### src/rtl/cpu_flags_pkg.sv
package cpu_flags_pkg;

    typedef enum logic [1:0] {
        OPC_ADDSUB = 2'b00,
        OPC_LOGIC  = 2'b01,
        OPC_ROTATE = 2'b10,
        OPC_BITOP  = 2'b11
    } op_class_e;

    typedef struct packed {
        logic ie;
        logic z;
        logic ac;
        logic cy;
    } flags_t;

endpackage

### src/rtl/flag_update_calc.sv
module flag_update_calc
    import cpu_flags_pkg::*;
#(
    parameter int DATA_W = 8
) (
    input  logic              we,
    input  op_class_e         opc,
    input  logic [DATA_W-1:0] result,
    input  logic              add_cy,
    input  logic              add_ac,
    input  logic              shift_out,
    input  logic              bit_val,
    input  logic              z_cur,
    input  logic              ac_cur,
    input  logic              cy_cur,
    output logic              z_nxt,
    output logic              ac_nxt,
    output logic              cy_nxt
);
    logic res_zero;

    always_comb begin
        res_zero = (result == '0);
        z_nxt    = z_cur;
        ac_nxt   = ac_cur;
        cy_nxt   = cy_cur;
        if (we) begin
            unique case (opc)
                OPC_ADDSUB: begin
                    z_nxt  = res_zero;
                    ac_nxt = add_ac;
                    cy_nxt = add_cy;
                end
                OPC_LOGIC:  z_nxt  = res_zero;
                OPC_ROTATE: cy_nxt = shift_out;
                OPC_BITOP:  cy_nxt = bit_val;
                default: ;
            endcase
        end
    end
endmodule

### src/rtl/irq_accept_gate.sv
module irq_accept_gate #(
    parameter int N_SRC = 4
) (
    input  logic             ie,
    input  logic [N_SRC-1:0] req,
    input  logic [N_SRC-1:0] mask,
    input  logic             nmi,
    output logic             accept
);
    logic [N_SRC-1:0] open_src;

    for (genvar i = 0; i < N_SRC; i++) begin : g_src
        assign open_src[i] = req[i] & ~mask[i];
    end

    assign accept = nmi | (ie & (|open_src));
endmodule

### src/rtl/cpu_status_flags.sv
module cpu_status_flags
    import cpu_flags_pkg::*;
#(
    parameter int DATA_W = 8,
    parameter int N_SRC  = 4
) (
    input  logic              clk,
    input  logic              rst,
    input  logic              flag_we,
    input  logic [1:0]        op_class,
    input  logic [DATA_W-1:0] alu_result,
    input  logic              adder_cy,
    input  logic              adder_ac,
    input  logic              rot_out,
    input  logic              bit_res,
    input  logic              ei_stb,
    input  logic              di_stb,
    input  logic              int_ack,
    input  logic [N_SRC-1:0]  irq_req,
    input  logic [N_SRC-1:0]  irq_mask,
    input  logic              nmi_req,
    output logic              irq_accept,
    output logic              ie_o,
    output logic              z_o,
    output logic              ac_o,
    output logic              cy_o
);
    flags_t    flags_d, flags_q;
    op_class_e opc;
    logic      z_n, ac_n, cy_n;

    assign opc = op_class_e'(op_class);

    flag_update_calc #(.DATA_W(DATA_W)) u_calc (
        .we        (flag_we),
        .opc       (opc),
        .result    (alu_result),
        .add_cy    (adder_cy),
        .add_ac    (adder_ac),
        .shift_out (rot_out),
        .bit_val   (bit_res),
        .z_cur     (flags_q.z),
        .ac_cur    (flags_q.ac),
        .cy_cur    (flags_q.cy),
        .z_nxt     (z_n),
        .ac_nxt    (ac_n),
        .cy_nxt    (cy_n)
    );

    irq_accept_gate #(.N_SRC(N_SRC)) u_gate (
        .ie     (flags_q.ie),
        .req    (irq_req),
        .mask   (irq_mask),
        .nmi    (nmi_req),
        .accept (irq_accept)
    );

    always_comb begin
        flags_d    = flags_q;
        flags_d.z  = z_n;
        flags_d.ac = ac_n;
        flags_d.cy = cy_n;
        if (int_ack || di_stb) begin
            flags_d.ie = 1'b0;
        end else if (ei_stb) begin
            flags_d.ie = 1'b1;
        end
    end

    always_ff @(posedge clk) begin
        if (rst) begin
            flags_q <= '0;
        end else begin
            flags_q <= flags_d;
        end
    end

    assign ie_o = flags_q.ie;
    assign z_o  = flags_q.z;
    assign ac_o = flags_q.ac;
    assign cy_o = flags_q.cy;

    AST_RESET_CLEAR: assert property (@(posedge clk) rst |=> (flags_q == '0));
    AST_DI_BLOCKS: assert property (@(posedge clk) disable iff (rst)
        (!ie_o && !nmi_req) |-> !irq_accept);
    AST_NMI_PASSES: assert property (@(posedge clk) disable iff (rst)
        nmi_req |-> irq_accept);
    AST_CLEAR_IE: assert property (@(posedge clk) disable iff (rst)
        (int_ack || di_stb) |=> !ie_o);
    AST_SET_IE: assert property (@(posedge clk) disable iff (rst)
        (ei_stb && !int_ack && !di_stb) |=> ie_o);
    AST_ZERO_FLAG: assert property (@(posedge clk) disable iff (rst)
        (flag_we && (op_class == 2'b00 || op_class == 2'b01))
        |=> (z_o == ($past(alu_result) == '0)));
    AST_AC_HOLD: assert property (@(posedge clk) disable iff (rst)
        (op_class != 2'b00) |=> $stable(ac_o));
    AST_CY_ROTATE: assert property (@(posedge clk) disable iff (rst)
        (flag_we && op_class == 2'b10) |=> (cy_o == $past(rot_out)));
    AST_CY_BITOP: assert property (@(posedge clk) disable iff (rst)
        (flag_we && op_class == 2'b11) |=> (cy_o == $past(bit_res)));
    AST_IDLE_HOLD: assert property (@(posedge clk) disable iff (rst)
        !flag_we |=> ($stable(z_o) && $stable(ac_o) && $stable(cy_o)));
endmodule

### config.mk
export PLATFORM = sky130hd
export DESIGN_NAME = cpu_status_flags
export DESIGN_NICKNAME = d
export VERILOG_FILES = /design/src/rtl/cpu_flags_pkg.sv /design/src/rtl/flag_update_calc.sv /design/src/rtl/irq_accept_gate.sv /design/src/rtl/cpu_status_flags.sv
export SDC_FILE = /design/constraint.sdc
export NUM_CORES = 1
export LEC_CHECK = 0
export ABC_AREA = 1
export BUFFER_PORTS_ARGS = -buffer_cell sky130_fd_sc_hd__buf_4
export CORE_AREA = 2 2 39 41
export DETAILED_ROUTE_END_ITERATION = 7
export DIE_AREA = 0 0 41 43
export PLACE_DENSITY_LB_ADDON = 0.3
export SLEW_MARGIN = 20
export SYNTH_ARGS = -nofsm -noshare
export SYNTH_HDL_FRONTEND = slang
export SYNTH_SLANG_ARGS = --single-unit
### constraint.sdc
create_clock -name clk -period 1.49 [get_ports clk]
set_input_delay 0.298 -clock clk [delete_from_list [all_inputs] [get_ports clk]]
set_output_delay 0.298 -clock clk [all_outputs]
set_load 0.02 [all_outputs]
==> results of run 1 <==
[cells in the mapped netlist]
master | instances | area [um^2]
nor2_1 | 10 | 37.5
o21ai_1 | 3 | 15.0
o21ai_0 | 1 | 5.00
nand3_1 | 3 | 15.0
nand2_1 | 12 | 45.0
nor4_1 | 1 | 6.26
dfxtp_1 | 4 | 80.1
inv_1 | 11 | 41.3
nor2_2 | 1 | 6.26
nand3_2 | 1 | 10.0
a21oi_2 | 1 | 8.76
[metal layers]
| metal | share of wire | vias to the layer above | GRT usage |
|---|---|---|---|
| li1 | - | 217 | - |
| met1 | 0.29 | 154 | 0.0833 |
| met2 | 0.50 | 27 | 0.194 |
| met3 | 0.20 | 2 | 0.0995 |
| met4 | 0.0075 | 0 | 0.0400 |
| met5 | 0 | - | 0 |
[cells by family (layout without fill, tap and decap cells)]
kind of cell,Yosys count,in the layout,share of synthesized area
compound gates,5,5,0.106
flops,4,4,0.296
simple gates,28,28,0.444
buf+inv,11,47,0.153
[area by class of cell]
class | instances | area share
inverters | 11 | 0.0737
repair buffers | 33 | 0.442
clock buffers | 3 | 0.0402
well taps | 16 | 0.0357
flip-flops and latches | 4 | 0.143
multi-input cells | 33 | 0.266
[worst max-delay path by stage]
stage	startpoint	endpoint	slack [ns]	depth (start not counted)
2_1_floorplan	ie_o	irq_accept	0.47	2
3_3_place_gp	irq_req[3]	irq_accept	0.33	6
3_5_place_dp	irq_req[3]	irq_accept	0.30	6
4_1_cts	irq_req[3]	irq_accept	0.30	6
5_1_grt	irq_mask[1]	irq_accept	0.20	7
6_report	irq_req[3]	irq_accept	0.31	6
[critical path: cells and delay by family]
family          cells  cell delay (ns)
compound gates      1             0.16
buf+inv             2             0.26
simple gates        3             0.17
[registers in the layout, summed over array words and instances (netlist names)]
| register | flops |
|---|---|
| ie_o | 1 |
| cy_o | 1 |
| z_o | 1 |
| ac_o | 1 |
[per-stage QoR]
step | setup WS [ns] | total power [mW] | area, um^2
global route | 0.204 | 0.399 | 561
detailed placement | 0.302 | 0.229 | 538
global placement | 0.335 | 0.227 | 538
finish | 0.310 | 0.364 | 561
floorplan | 0.475 | 0.155 | 270
CTS | 0.302 | 0.373 | 561
[report_power, final]
group | internal [mW] | switching, mW | total, mW
clock network | 0.0903 | 0.0483 | 0.139
logic | 0.0681 | 0.0417 | 0.110
registers | 0.113 | 0.00252 | 0.116
==> flow_summary.ini, run 1 <==
[clock_network]
clk_pin_slew_ns = 0.04
clk_latency_ns = 0.24
holdBufCountCts = 0
cts.htree.levels = 1
cts.sinks = 4
cts_root_buffer = clkbuf_4
cts_max_path_buffers = 2
cts_buffers = 3
cts_tree = yes
postCtsSetupBuffers = 0
postCtsResizedCells = 0

[power]
power_density_nw_per_um2 = 649
p_leak_nw = 0.320
ir_worst_vdd_uv = 322

[floorplanning]
dieArea_um2 = 1760
core_um2 = 1380
dieWidth_um = 41
boundaryPins = 34
fp-row-count = 14
start_util = 0.195
fp.dieH_um = 43

[yosys]
postSynthAreaPerCell_um2 = 5.63
ys_seq_area_frac = 0.296
synth_cells = 48
ys_ff_latch = 4
syn-num-nets = 77
syn_area_um2 = 270
yosysUniqueCellTypes = 11
yosys_warnings = 0

[timing]
max_freq_ghz = 0.847
slew_viol_final = 0
clock_skew_ns = 0
timing.hold.ws_ns = 0.214
tns_ns = 0
tightest_slew_ns = 0.185
fin_crit_ns = 1.18
hold_viol = 0
relSlewSlack = 0.876
setup_viol = 0
rsz0062_at_grt = false
final.period_utilization = 0.792

[outcome]
status = completed

[route]
wirelength_um = 804
route.detailed.wl_per_inst_um = 8.04
drt.antenna.violating_nets = 0
vias = 400
first_pass_iters = 2
drc = 0
drt_iter0_drc = 1
via_per_inst = 4.00

[cells_and_area]
fin_util = 0.405
layout_commonest_cell = buf_4
multi_input_area_um2 = 149
final-instance-count-excl-fill = 100
antenna_cells = 0
syn_to_final_growth_pct = 107
nNetsFinal = 115
layout-drive-gt1-share = 0.464
n_fill_cell = 148
regArea_um2 = 80.1
mostFrequentLayoutCells = buf_4 (33), nand2_1 (12), inv_1 (11), nor2_1 (10), dfxtp_1 (4)

[worst_setup_path]
reg2reg_slack_ns = 0.89
reg2reg_from = ie_o
worstPathMaxFanout = 1
cpMostUsedCell = nand2_1
r2r-end = ie_o
crit_path_start_kind = input port
reg2reg_depth = 2
slowest_stage = o21ai_0
critical_path.max_stage_delay_ns = 0.16
end_kind = output pin
cp.required_ns = 1.19
crit_type = in2out
worstPathArrival_ns = 0.88
worstPathCellList = buf_4 > nand2_1 > nand2_1 > o21ai_0 > nand2_1 > buf_4

[min_path]
whs_path_depth = 2
hp-start = int_ack
hold-path-endpoint = ie_o
hp-class = in2reg

[global_routing]
track_usage = 0.113
gr-total-overflow = 0
grt_max_degree = 6
grt_pass1_wl_mm = 1.28
antenna_found_initial = 0
first_global_vias = 372

[place]
hpwlAfterDp_um = 707
place_congestion = 0.625
placed_cells = 97
numPortBuffers = 33

[run]
maxCapViolations = 0
No activity file was read; power rests on OpenSTA's default activity.
==> inputs of run 2 (changes only) <==
ABC_AREA = 0   (was 1)
clock period = 1 ns   (was 1.49 ns; I/O delays follow)
==> flow_summary.ini, run 2 <==
[floorplanning]
start_util = 0.165
dieWidth_um = 41
core_um2 = 1380
fp-row-count = 14
dieArea_um2 = 1760
boundaryPins = 34
fp.dieH_um = 43

[yosys]
synth_most_common_cell = dfxtp_1
yosys_warnings = 0
synth_top_cells_by_count = dfxtp_1 (4), nand2b_1 (3), nor4_1 (3)
synth_top_cells_by_area = dfxtp_1 (35%), mux2i_1 (8.8%), nand2b_1 (8.2%), nor4_1 (8.2%), o21ai_0 (4.4%)
syn-num-nets = 56
yosysTopAreaCellShare = 0.352
synth_flop_cell = dfxtp_1
yosysTopAreaCell = dfxtp_1
postSynthAreaPerCell_um2 = 8.43
ys_ff_latch = 4
yosysUniqueCellTypes = 16
ys_seq_area_frac = 0.352
synth-edff-count = 0
syn_area_um2 = 228
async_flop_share = 0
synth_cells = 27

[route]
drc = 0
met2_length_um = 385
met1Wirelength_um = 286
top_layer = met3
route.detailed.wl_per_inst_um = 10.3
wirelength_um = 812
via_per_inst = 4.43
vias = 350
drt_iter0_drc = 3
wl_met3_um = 140
first_pass_iters = 3
drt.antenna.violating_nets = 0

[global_routing]
grt_pass1_wl_mm = 1.24
track_usage = 0.109
first_global_vias = 317
gr-total-overflow = 0
grt_max_degree = 7
antenna_found_initial = 0

[worst_setup_path]
worstPathArrival_ns = 0.84
crit_path_start_kind = flip-flop
critPathBufInv = 1
end_kind = output pin
slowest_stage = dfxtp_2
crit_type = reg2out
cp_top_family = flip-flops
worstPathCellList = a21o_1 > buf_6
worstPathMaxFanout = 3
critical_path.max_stage_delay_ns = 0.32
cp.required_ns = 0.80

[cells_and_area]
fin_util = 0.378
nNetsFinal = 94
antenna_cells = 0
n_fill_cell = 141
layout-drive-gt1-share = 0.603
final-instance-count-excl-fill = 79
mostFrequentLayoutCells = buf_4 (32), nand2b_1 (3), nor4_1 (3), dfxtp_1 (3), clkbuf_4 (3)
layout_commonest_cell = buf_4
syn_to_final_growth_pct = 130

[timing]
final.period_utilization = 1.04
fin_crit_ns = 1.04
clock_skew_ns = 0
worst_slack_ns = -0.0361
tns_ns = -0.0361
rsz0062_at_grt = true
relSlewSlack = 0.839
max_freq_ghz = 0.965
setup_viol = 1
slew_viol_final = 0
tightest_slew_ns = 0.240
hold_viol = 0

[min_path]
hp-class = in2reg

[clock_network]
cts_tree = yes
clk_latency_ns = 0.23
cts_max_path_buffers = 2
cts_buffers = 3
cts.htree.levels = 1
cts.sinks = 4
cts_root_buffer = clkbuf_4
clk_pin_slew_ns = 0.04

[run]
maxCapViolations = 0

[outcome]
violations = negative setup slack
status = finished with violations

[place]
place_congestion = 0.681
placed_cells = 76
hpwlAfterDp_um = 688
numPortBuffers = 33

[power]
ir_worst_vdd_uv = 884
p_leak_nw = 0.261
power_density_nw_per_um2 = 973
==> run 2: final timing paths <==
path / slack, ns / cells past startpoint / end / from
setup / recovery: -0.04 / 2 / irq_accept / ie_o
setup reg to reg: 0.36 / 2 / cy_o / cy_o
hold reg to reg: 0.47 / 2 / z_o / z_o
hold / removal: 0.12 / 2 / ie_o / di_stb
==> run 2: metrics by stage <==
stage,setup slack [ns],area (um^2),total power [mW],hold WS [ns]
global placement,-0.00880,495,0.310,0.367
detailed placement,-0.0134,495,0.313,0.368
finish,-0.0361,523,0.509,0.116
CTS,-0.0521,523,0.524,0.106
global route,-0.0648,523,0.549,0.107
floorplan,0.123,228,0.207,0.269
==> run 2: power breakdown <==
part           internal (mW)  switching [mW]  leakage (nW)  total [mW]
sequential             0.166         0.00259        0.0330       0.169
clock                  0.134          0.0635        0.0138       0.198
combinational         0.0971          0.0457         0.215       0.143
==> run 2: layout make-up <==
cell class                 instances  area, um^2  share of cell area
clock buffer                       3        22.5              0.0431
inverter                           2        7.51              0.0144
multi-input combinational         21         140               0.268
sequential                         4        81.3               0.156
tap                               16        20.0              0.0383
timing repair buffer              33         251               0.481
==> run 2: kinds of logic after synthesis <==
kind of cell | count (synthesis) | share of synthesized area
and+or+nand+nor | 13 | 0.363
buffers and inverters | 2 | 0.0330
AOI/OAI and AO/OA | 6 | 0.165
muxes | 2 | 0.0879
DFF | 4 | 0.352
==> run 2: metal layers <==
metal	GRT usage	vias up
met5	0	-
met4	0.0200	0
met3	0.0995	0
met2	0.172	21
met1	0.103	154
li1	-	175
==> run 2: repair_timing <==
action	in CTS	in global routing
hold buffers	0	0
gates resized for setup	2	0
endpoints found under the setup margin	1	1
buffers inserted	0	0
==> inputs of run 3 (changes only) <==
CTS_CLUSTER_SIZE = 25   (was default)
RECOVER_POWER = 25   (was default)
==> flow_summary.ini, run 3 (synthesis results as in run 2) <==
[global_routing]
grtUsageMet2 = 0.172
grt_pass1_wl_mm = 1.24
met1_usage = 0.103
antenna_found_initial = 0
first_global_vias = 317
gr-total-overflow = 0
use_met3 = 0.0995
busiest_layer = met2
grt_max_degree = 7
track_usage = 0.109

[worst_setup_path]
crit_type = reg2out
worstPathCellList = a21o_1 > buf_6
crit_path_start_kind = flip-flop
cp_num_cells = 2
critPathBufInv = 1
end_kind = output pin
cp_top_family = flip-flops
worstPathArrival_ns = 0.84
reg2reg_from = cy_o
slowest_stage = dfxtp_2
reg2reg_depth = 2
cp.required_ns = 0.80
worstPathMaxFanout = 3
reg2reg_slack_ns = 0.36
r2r-end = cy_o
critPathLaunch = ie_o
critical_path.max_stage_delay_ns = 0.32

[place]
numPortBuffers = 33
placed_cells = 76
hpwlAfterDp_um = 688
place_area_um2 = 495
place_worst_setup_slack_ns = -0.0134
place_congestion = 0.681

[route]
wirelength_um = 816
vias = 348
drt.antenna.violating_nets = 0
first_pass_iters = 3
route.detailed.wl_per_inst_um = 10.3
drc = 0
via_per_inst = 4.41
drt_iter0_drc = 3

[timing]
relSlewSlack = 0.839
clock_skew_ns = 0
tightest_slew_ns = 0.240
max_freq_ghz = 0.964
fin_crit_ns = 1.04
setup_viol = 1
worst_slack_ns = -0.0371
slew_viol_final = 0
tns_ns = -0.0371
final.period_utilization = 1.04
hold_viol = 0
rsz0062_at_grt = true

[cells_and_area]
syn_to_final_growth_pct = 130
antenna_cells = 0
nNetsFinal = 94
n_fill_cell = 141
layout_commonest_cell = buf_4
fin_area_um2 = 523
mostFrequentLayoutCells = buf_4 (31), clkbuf_4 (4), nand2b_1 (3), nor4_1 (3), dfxtp_1 (3)
layout-drive-gt1-share = 0.603
final-instance-count-excl-fill = 79

[floorplanning]
boundaryPins = 34
fp-row-count = 14
fp.dieH_um = 43
dieWidth_um = 41
core_um2 = 1380
start_util = 0.165
dieArea_um2 = 1760

[min_path]
whs_path_depth = 2
hold-path-endpoint = ie_o
hp-class = in2reg
hp-start = di_stb

[power]
p_leak_nw = 0.261
ir_worst_vdd_uv = 884
power_density_nw_per_um2 = 973

[clock_network]
cts.htree.levels = 1
cts.sinks = 4
cts_root_buffer = clkbuf_4
clk_pin_slew_ns = 0.04
clk_latency_ns = 0.23
cts_max_path_buffers = 2
cts_buffers = 3
cts_tree = yes
postCtsSetupBuffers = 0
holdBufCountCts = 0

[run]
maxCapViolations = 0

[outcome]
violations = negative setup slack
status = finished with violations
## run 3: cell count changes in the layout (fill, tap and decap cells not counted)
cell	change
clkbuf_4	+1
buf_4	-1
## run 3: worst max-delay path by stage
| stage | end | slack, ns |
|---|---|---|
| floorplan | irq_accept | 0.12 |
| finish | irq_accept | -0.04 |
| global route | irq_accept | -0.06 |
| global placement | irq_accept | -0.009 |
| CTS | irq_accept | -0.05 |
| detailed placement | irq_accept | -0.01 |
## run 3: worst register-to-register path: stages, from the launching register on
cell     delay, ns
dfxtp_1       0.31
o21ai_0       0.08
a31oi_1       0.17
## run 3: through the flow
stage	hold WS, ns	total power [mW]	utilization
final	0.115	0.509	0.378
after global routing	0.107	0.549	0.378
after CTS	0.106	0.524	0.378
after detailed placement	0.368	0.313	0.358
after global placement	0.367	0.310	0.358
after floorplan	0.269	0.207	-
## run 3: power by group
group	switching, mW	total [mW]	internal, mW
clock	0.0637	0.198	0.134
sequential	0.00258	0.169	0.166
combinational	0.0458	0.143	0.0969
total	0.112	0.509	0.397
## run 3: repair_timing
action | CTS | global route
endpoints found under the setup margin | 1 | 1
gates cloned | 0 | 0
hold endpoints to repair | 0 | 0
resized for setup | 2 | 0
## run 3: per-layer routing
metal  part of all wire  routed length (um)
met4                  0                   0
met3               0.17                 140
met5                  0                   0
met1               0.36                 292
met2               0.47                 383
## run 3: layout make-up
class	count	area [um^2]	share of cell area
multi-input cells	21	140	0.268
well taps	16	20.0	0.0383
repair buffers	33	251	0.481
clock buffers	3	22.5	0.0431
inverters	2	7.51	0.0144
flip-flops and latches	4	81.3	0.156
